[config.mk]
export PLATFORM = sky130hd
export DESIGN_NAME = audio_xbar
export DESIGN_NICKNAME = d
export VERILOG_FILES = /design/src/rtl/audio_xbar_pkg.sv /design/src/rtl/xbar_regs.sv /design/src/rtl/xbar_port_route.sv /design/src/rtl/xbar_ctl_route.sv /design/src/rtl/audio_xbar.sv
export SDC_FILE = /design/constraint.sdc
export NUM_CORES = 1
export LEC_CHECK = 0
export ABC_AREA = 1
export BUFFER_PORTS_ARGS = -buffer_cell sky130_fd_sc_hd__buf_2
export CORE_AREA = 4 4 177 179
export CTS_BUF_LIST = sky130_fd_sc_hd__clkbuf_4 sky130_fd_sc_hd__clkbuf_8
export DETAILED_ROUTE_END_ITERATION = 8
export DIE_AREA = 0 0 181 183
export SETUP_SLACK_MARGIN = 0.1
export SLEW_MARGIN = 10
export SYNTH_ARGS = -nofsm -noshare
export SYNTH_HDL_FRONTEND = slang
export SYNTH_HIERARCHICAL = 1
export SYNTH_SLANG_ARGS = --single-unit
[constraint.sdc]
create_clock -name clk -period 2 [get_ports clk]
set_input_delay 0.5 -clock clk [delete_from_list [all_inputs] [get_ports clk]]
set_output_delay 0.5 -clock clk [all_outputs]
set_load 0.01 [all_outputs]
[src/rtl/audio_xbar_pkg.sv]
package audio_xbar_pkg;

    localparam int WORD_W         = 32;
    localparam int SEL_W          = 5;
    localparam int PICK_W         = 4;
    localparam int PORT_BASE      = 'h00;
    localparam int CTL_BASE       = 'h40;
    localparam int REG_STRIDE     = 4;
    localparam int PORT_CODE_BASE = 16;

    localparam logic [WORD_W-1:0] PORT_MASK = 32'hE000_001F;
    localparam logic [WORD_W-1:0] CTL_MASK  = 32'hFF00_000F;

    // one serial audio signal group
    typedef struct packed {
        logic bclk;
        logic fsync;
        logic d1;
        logic d2;
    } lane_t;

    typedef struct packed {
        logic             master;
        logic             d1_rx;
        logic             d2_rx;
        logic [SEL_W-1:0] sel;
    } port_cfg_t;

    typedef struct packed {
        logic [PICK_W-1:0] d2_pick;
        logic [PICK_W-1:0] d1_pick;
        logic [PICK_W-1:0] clk_pick;
    } ctl_cfg_t;

    typedef enum logic [1:0] {
        SRC_NONE = 2'd0,
        SRC_CTL  = 2'd1,
        SRC_PORT = 2'd2
    } src_kind_t;

    function automatic port_cfg_t port_cfg_of(input logic [WORD_W-1:0] w);
        port_cfg_t c;
        c.master = w[31];
        c.d1_rx  = w[30];
        c.d2_rx  = w[29];
        c.sel    = w[SEL_W-1:0];
        return c;
    endfunction

    function automatic ctl_cfg_t ctl_cfg_of(input logic [WORD_W-1:0] w);
        ctl_cfg_t c;
        c.d2_pick  = w[31:28];
        c.d1_pick  = w[27:24];
        c.clk_pick = w[PICK_W-1:0];
        return c;
    endfunction

    function automatic src_kind_t kind_of(input logic [SEL_W-1:0] sel,
                                          input int n_ctl, input int n_port);
        int s;
        s = int'(sel);
        if (s < n_ctl)
            return SRC_CTL;
        else if (s >= PORT_CODE_BASE && s < PORT_CODE_BASE + n_port)
            return SRC_PORT;
        else
            return SRC_NONE;
    endfunction

endpackage

[src/rtl/xbar_regs.sv]
module xbar_regs
    import audio_xbar_pkg::*;
#(
    parameter int NUM_PORTS = 5,
    parameter int NUM_CTLS  = 3,
    parameter int ADDR_W    = 8
) (
    input  logic                             clk,
    input  logic                             rst,
    input  logic                             wr,
    input  logic [ADDR_W-1:0]                addr,
    input  logic [WORD_W-1:0]                wdata,
    output logic [WORD_W-1:0]                rdata,
    output logic [NUM_PORTS-1:0][WORD_W-1:0] port_word,
    output logic [NUM_CTLS-1:0][WORD_W-1:0]  ctl_word
);

    logic [NUM_PORTS-1:0] port_hit;
    logic [NUM_CTLS-1:0]  ctl_hit;

    for (genvar p = 0; p < NUM_PORTS; p++) begin : g_port_dec
        assign port_hit[p] = (addr == ADDR_W'(PORT_BASE + REG_STRIDE * p));
    end

    for (genvar k = 0; k < NUM_CTLS; k++) begin : g_ctl_dec
        assign ctl_hit[k] = (addr == ADDR_W'(CTL_BASE + REG_STRIDE * k));
    end

    always_ff @(posedge clk) begin
        if (rst) begin
            port_word <= '0;
            ctl_word  <= '0;
        end else if (wr) begin
            for (int p = 0; p < NUM_PORTS; p++)
                if (port_hit[p]) port_word[p] <= wdata & PORT_MASK;
            for (int k = 0; k < NUM_CTLS; k++)
                if (ctl_hit[k]) ctl_word[k] <= wdata & CTL_MASK;
        end
    end

    always_comb begin
        rdata = '0;
        for (int p = 0; p < NUM_PORTS; p++)
            if (port_hit[p]) rdata = rdata | port_word[p];
        for (int k = 0; k < NUM_CTLS; k++)
            if (ctl_hit[k]) rdata = rdata | ctl_word[k];
    end

endmodule

[src/rtl/xbar_port_route.sv]
module xbar_port_route
    import audio_xbar_pkg::*;
#(
    parameter int NUM_PORTS = 5,
    parameter int NUM_CTLS  = 3
) (
    input  port_cfg_t                 cfg,
    input  lane_t [NUM_CTLS-1:0]      ctl_lanes,
    input  lane_t [NUM_PORTS-1:0]     pin_lanes,
    output lane_t                     out_val,
    output lane_t                     out_en
);

    localparam int CW = (NUM_CTLS  > 1) ? $clog2(NUM_CTLS)  : 1;
    localparam int PW = (NUM_PORTS > 1) ? $clog2(NUM_PORTS) : 1;

    src_kind_t     kind;
    logic [CW-1:0] ctl_idx;
    logic [PW-1:0] peer_idx;
    lane_t         src;

    always_comb begin
        kind     = kind_of(cfg.sel, NUM_CTLS, NUM_PORTS);
        ctl_idx  = cfg.sel[CW-1:0];
        peer_idx = PW'(int'(cfg.sel) - PORT_CODE_BASE);
        src      = '0;
        out_en   = '0;
        case (kind)
            SRC_CTL: begin
                src          = ctl_lanes[ctl_idx];
                out_en.bclk  = 1'b1;
                out_en.fsync = 1'b1;
            end
            SRC_PORT: begin
                src          = pin_lanes[peer_idx];
                out_en.bclk  = cfg.master;
                out_en.fsync = cfg.master;
            end
            default: ;
        endcase
        if (kind != SRC_NONE) begin
            out_en.d1 = ~cfg.d1_rx;
            out_en.d2 = ~cfg.d2_rx;
        end
        out_val = src & out_en;
    end

endmodule

[src/rtl/xbar_ctl_route.sv]
module xbar_ctl_route
    import audio_xbar_pkg::*;
#(
    parameter int NUM_PORTS = 5
) (
    input  ctl_cfg_t              cfg,
    input  lane_t [NUM_PORTS-1:0] pin_lanes,
    output lane_t                 rx
);

    localparam int PW = (NUM_PORTS > 1) ? $clog2(NUM_PORTS) : 1;

    function automatic logic pick_ok(input logic [PICK_W-1:0] v);
        return int'(v) < NUM_PORTS;
    endfunction

    always_comb begin
        rx = '0;
        if (pick_ok(cfg.clk_pick)) begin
            rx.bclk  = pin_lanes[cfg.clk_pick[PW-1:0]].bclk;
            rx.fsync = pin_lanes[cfg.clk_pick[PW-1:0]].fsync;
        end
        if (pick_ok(cfg.d1_pick))
            rx.d1 = pin_lanes[cfg.d1_pick[PW-1:0]].d1;
        if (pick_ok(cfg.d2_pick))
            rx.d2 = pin_lanes[cfg.d2_pick[PW-1:0]].d2;
    end

endmodule

[src/rtl/audio_xbar.sv]
module audio_xbar
    import audio_xbar_pkg::*;
#(
    parameter int NUM_PORTS = 5,
    parameter int NUM_CTLS  = 3,
    parameter int ADDR_W    = 8
) (
    input  logic                 clk,
    input  logic                 rst,
    input  logic                 bus_wr,
    input  logic [ADDR_W-1:0]    bus_addr,
    input  logic [31:0]          bus_wdata,
    output logic [31:0]          bus_rdata,
    input  logic [NUM_PORTS-1:0] pin_bclk_i,
    input  logic [NUM_PORTS-1:0] pin_fsync_i,
    input  logic [NUM_PORTS-1:0] pin_d1_i,
    input  logic [NUM_PORTS-1:0] pin_d2_i,
    output logic [NUM_PORTS-1:0] pin_bclk_o,
    output logic [NUM_PORTS-1:0] pin_bclk_oe,
    output logic [NUM_PORTS-1:0] pin_fsync_o,
    output logic [NUM_PORTS-1:0] pin_fsync_oe,
    output logic [NUM_PORTS-1:0] pin_d1_o,
    output logic [NUM_PORTS-1:0] pin_d1_oe,
    output logic [NUM_PORTS-1:0] pin_d2_o,
    output logic [NUM_PORTS-1:0] pin_d2_oe,
    input  logic [NUM_CTLS-1:0]  ctl_bclk_i,
    input  logic [NUM_CTLS-1:0]  ctl_fsync_i,
    input  logic [NUM_CTLS-1:0]  ctl_tx1_i,
    input  logic [NUM_CTLS-1:0]  ctl_tx2_i,
    output logic [NUM_CTLS-1:0]  ctl_bclk_o,
    output logic [NUM_CTLS-1:0]  ctl_fsync_o,
    output logic [NUM_CTLS-1:0]  ctl_rx1_o,
    output logic [NUM_CTLS-1:0]  ctl_rx2_o
);

    logic [NUM_PORTS-1:0][WORD_W-1:0] port_word;
    logic [NUM_CTLS-1:0][WORD_W-1:0]  ctl_word;

    lane_t [NUM_PORTS-1:0] pin_lanes;
    lane_t [NUM_CTLS-1:0]  ctl_lanes;

    xbar_regs #(
        .NUM_PORTS(NUM_PORTS),
        .NUM_CTLS (NUM_CTLS),
        .ADDR_W   (ADDR_W)
    ) u_regs (
        .clk      (clk),
        .rst      (rst),
        .wr       (bus_wr),
        .addr     (bus_addr),
        .wdata    (bus_wdata),
        .rdata    (bus_rdata),
        .port_word(port_word),
        .ctl_word (ctl_word)
    );

    for (genvar p = 0; p < NUM_PORTS; p++) begin : g_port
        lane_t out_val;
        lane_t out_en;

        assign pin_lanes[p] = '{bclk: pin_bclk_i[p], fsync: pin_fsync_i[p],
                                d1: pin_d1_i[p], d2: pin_d2_i[p]};

        xbar_port_route #(
            .NUM_PORTS(NUM_PORTS),
            .NUM_CTLS (NUM_CTLS)
        ) u_route (
            .cfg      (port_cfg_of(port_word[p])),
            .ctl_lanes(ctl_lanes),
            .pin_lanes(pin_lanes),
            .out_val  (out_val),
            .out_en   (out_en)
        );

        assign pin_bclk_o[p]   = out_val.bclk;
        assign pin_fsync_o[p]  = out_val.fsync;
        assign pin_d1_o[p]     = out_val.d1;
        assign pin_d2_o[p]     = out_val.d2;
        assign pin_bclk_oe[p]  = out_en.bclk;
        assign pin_fsync_oe[p] = out_en.fsync;
        assign pin_d1_oe[p]    = out_en.d1;
        assign pin_d2_oe[p]    = out_en.d2;
    end

    for (genvar k = 0; k < NUM_CTLS; k++) begin : g_ctl
        lane_t rx;

        assign ctl_lanes[k] = '{bclk: ctl_bclk_i[k], fsync: ctl_fsync_i[k],
                                d1: ctl_tx1_i[k], d2: ctl_tx2_i[k]};

        xbar_ctl_route #(
            .NUM_PORTS(NUM_PORTS)
        ) u_route (
            .cfg      (ctl_cfg_of(ctl_word[k])),
            .pin_lanes(pin_lanes),
            .rx       (rx)
        );

        assign ctl_bclk_o[k]  = rx.bclk;
        assign ctl_fsync_o[k] = rx.fsync;
        assign ctl_rx1_o[k]   = rx.d1;
        assign ctl_rx2_o[k]   = rx.d2;
    end

endmodule

==> metrics.md <==
| Metric | Value |
|---|---|
| TritonCTS Buffers | 9 |
| Clock latency on the worst-skew pair | 350 ps |
| Fin. Hold Viols | 0 |
| Multi-input gate area | 5750 µm² |
| Crit path launch type | flip-flop |
| RSZ-0062 raised after global routing | yes |
| Gpl congestion | 0.919 |
| Status | complete, but fails checks |
| Power Density | 314 nW/µm² |
| CTS tree | built |
| Syn-to-layout area delta | 49.1% |
| Worst Hold Depth | 3 |
| Failing checks | setup timing |
| CP max FO | 8 |
| Period utilisation layout | 108% |
| Max Cap Viol | 0 |
| Clock buffer depth | 2 |
| Die Span X | 181 µm |
| Most frequent cells in the layout | 329 x nand2_1, 212 x nor2_1, 148 x nand3_1 |
| Largest net degree at the start of global routing | 68 |
| Post-route minimum period | 2170 ps |
| H-tree Lvls | 3 |
| Routed len/inst | 15.1 µm |
| Syn Inst Count | 1,377 |
| Leak | 5.55 nW |
| # port buffers | 120 |
| Fin. max-slew vios | 0 |
| Max IR drop VDD | 0.000234 V |
| Reg clk slew, reported paths | 80 ps |
| # diodes | 0 |
| FILL cells | 3,124 |
| Post-Route WL | 29.8 mm |
| Fin util | 37.8% |
| WP data required | 1500 ps |
| Tot Pwr | 3.51 mW |
| Reg area | 1630 µm² |
| Clock root cell | clkbuf_8 |
| Worst setup path category | reg -> out |
| Worst Path Arrival | 1670 ps |
| Worst reg-to-reg path cell count | 3 |
| Skew final | 0 ps |
| Total Die Area | 33,100 µm² |
| Synth Cell Area | 7490 µm² |
| DRC | 0 |
| Finish-stage setup viols | 39 |
| Global-route wire length before repair | 45.3 mm |
| Total track usage | 17.1% |
| Via-per-instance ratio | 4.62 |
| Max Fclk | 0.461 GHz |
| Core ar. | 29,600 µm² |
| Avg Inst Size Synth | 5.44 µm² |
| Pre-Repair DR Iteration Count | 5 |
| Cell row count | 63 |
| Placed wire-length estimate | 21.7 mm |
| Final worst slack | -168 ps |
| Die Y | 183 µm |
| YS warnings | 6 |
| Layout cell share with drive strength beyond 1 | 40.6% |
| Most common cell after layout, fill and taps aside | nand2_1 |
| Vias | 9,111 |
| Min-delay worst type | in -> reg |
| TritonCTS Sinks | 76 |
| GRT overflow | 0 |
| Hold buffers post-CTS | 0 |
| Iter 0 DRT Violations | 703 |
| Post-route ant nets | 0 |
| Initial antenna violation count | 0 |
| Critical Path End Type | output pin |
| Number of global-route vias before repair | 8,444 |
| Initial Util | 25.4% |
| Setup TNS | -2940 ps |
| I/O pins | 159 |
| Nets@finish | 1,651 |
| Worst hold slack | 395 ps |
==> registers in the layout, summed over array words and instances (netlist names) <==
register / count
u_regs/ctl_word: 36
u_regs/port_word: 40
==> timing repair <==
action	4_1_cts	5_1_grt
setup endpoints to repair	65	65
resized for setup	303	173
cloned	5	2
buffers inserted	29	7
pin swaps	82	91
==> report_power, final <==
| group | switching, mW | leakage [nW] | internal [mW] |
|---|---|---|---|
| Combinational | 0.530 | 4.82 | 0.352 |
| Clock | 0.621 | 0.0876 | 0.518 |
| Sequential | 0.00669 | 0.639 | 1.48 |
| Total | 1.16 | 5.55 | 2.35 |
==> worst paths after layout <==
kind	start	endpoint	slack [ps]
setup / recovery	u_regs/port_word[32]	pin_fsync_o[1]	-170
hold / removal	bus_wdata[25]	u_regs/ctl_word[89]	400
setup reg to reg	u_regs/port_word[0]	u_regs/port_word[0]	1140
hold reg to reg	u_regs/port_word[61]	u_regs/port_word[61]	510
==> per-layer routing <==
| metal | GRT usage, % | vias up | share of wire [%] |
|---|---|---|---|
| li1 | - | 4593 | - |
| met4 | 6.36 | 0 | 2.5 |
| met1 | 22.9 | 4126 | 44 |
| met2 | 28.1 | 339 | 46 |
| met5 | 0 | - | 0 |
| met3 | 2.50 | 53 | 7.1 |
==> metrics by stage <==
step	cells	cell area, µm²	worst slack (ps)
floorplan	1395	7560	151
global placement	1912	8890	-237
detailed placement	1912	8890	-249
CTS	1962	10500	-160
global route	1971	11200	-236
finish	1971	11200	-168
==> worst max-delay path, cell delays in order (launching register included) <==
cell	delay (ps)
dfxtp_4	470
buf_6	150
o21ai_2	60
o21ai_1	150
nand2_1	90
a21oi_2	220
buf_2	170
==> final cells by class <==
class | instances | area share, %
clock buffers | 11 | 1.35
clock inverters | 5 | 0.325
inverters | 218 | 8.04
multi-input cells | 1035 | 51.5
flip-flops and latches | 76 | 14.6
well taps | 390 | 4.37
repair buffers | 236 | 19.8
Note: power is estimated with default switching activity, not from simulation.
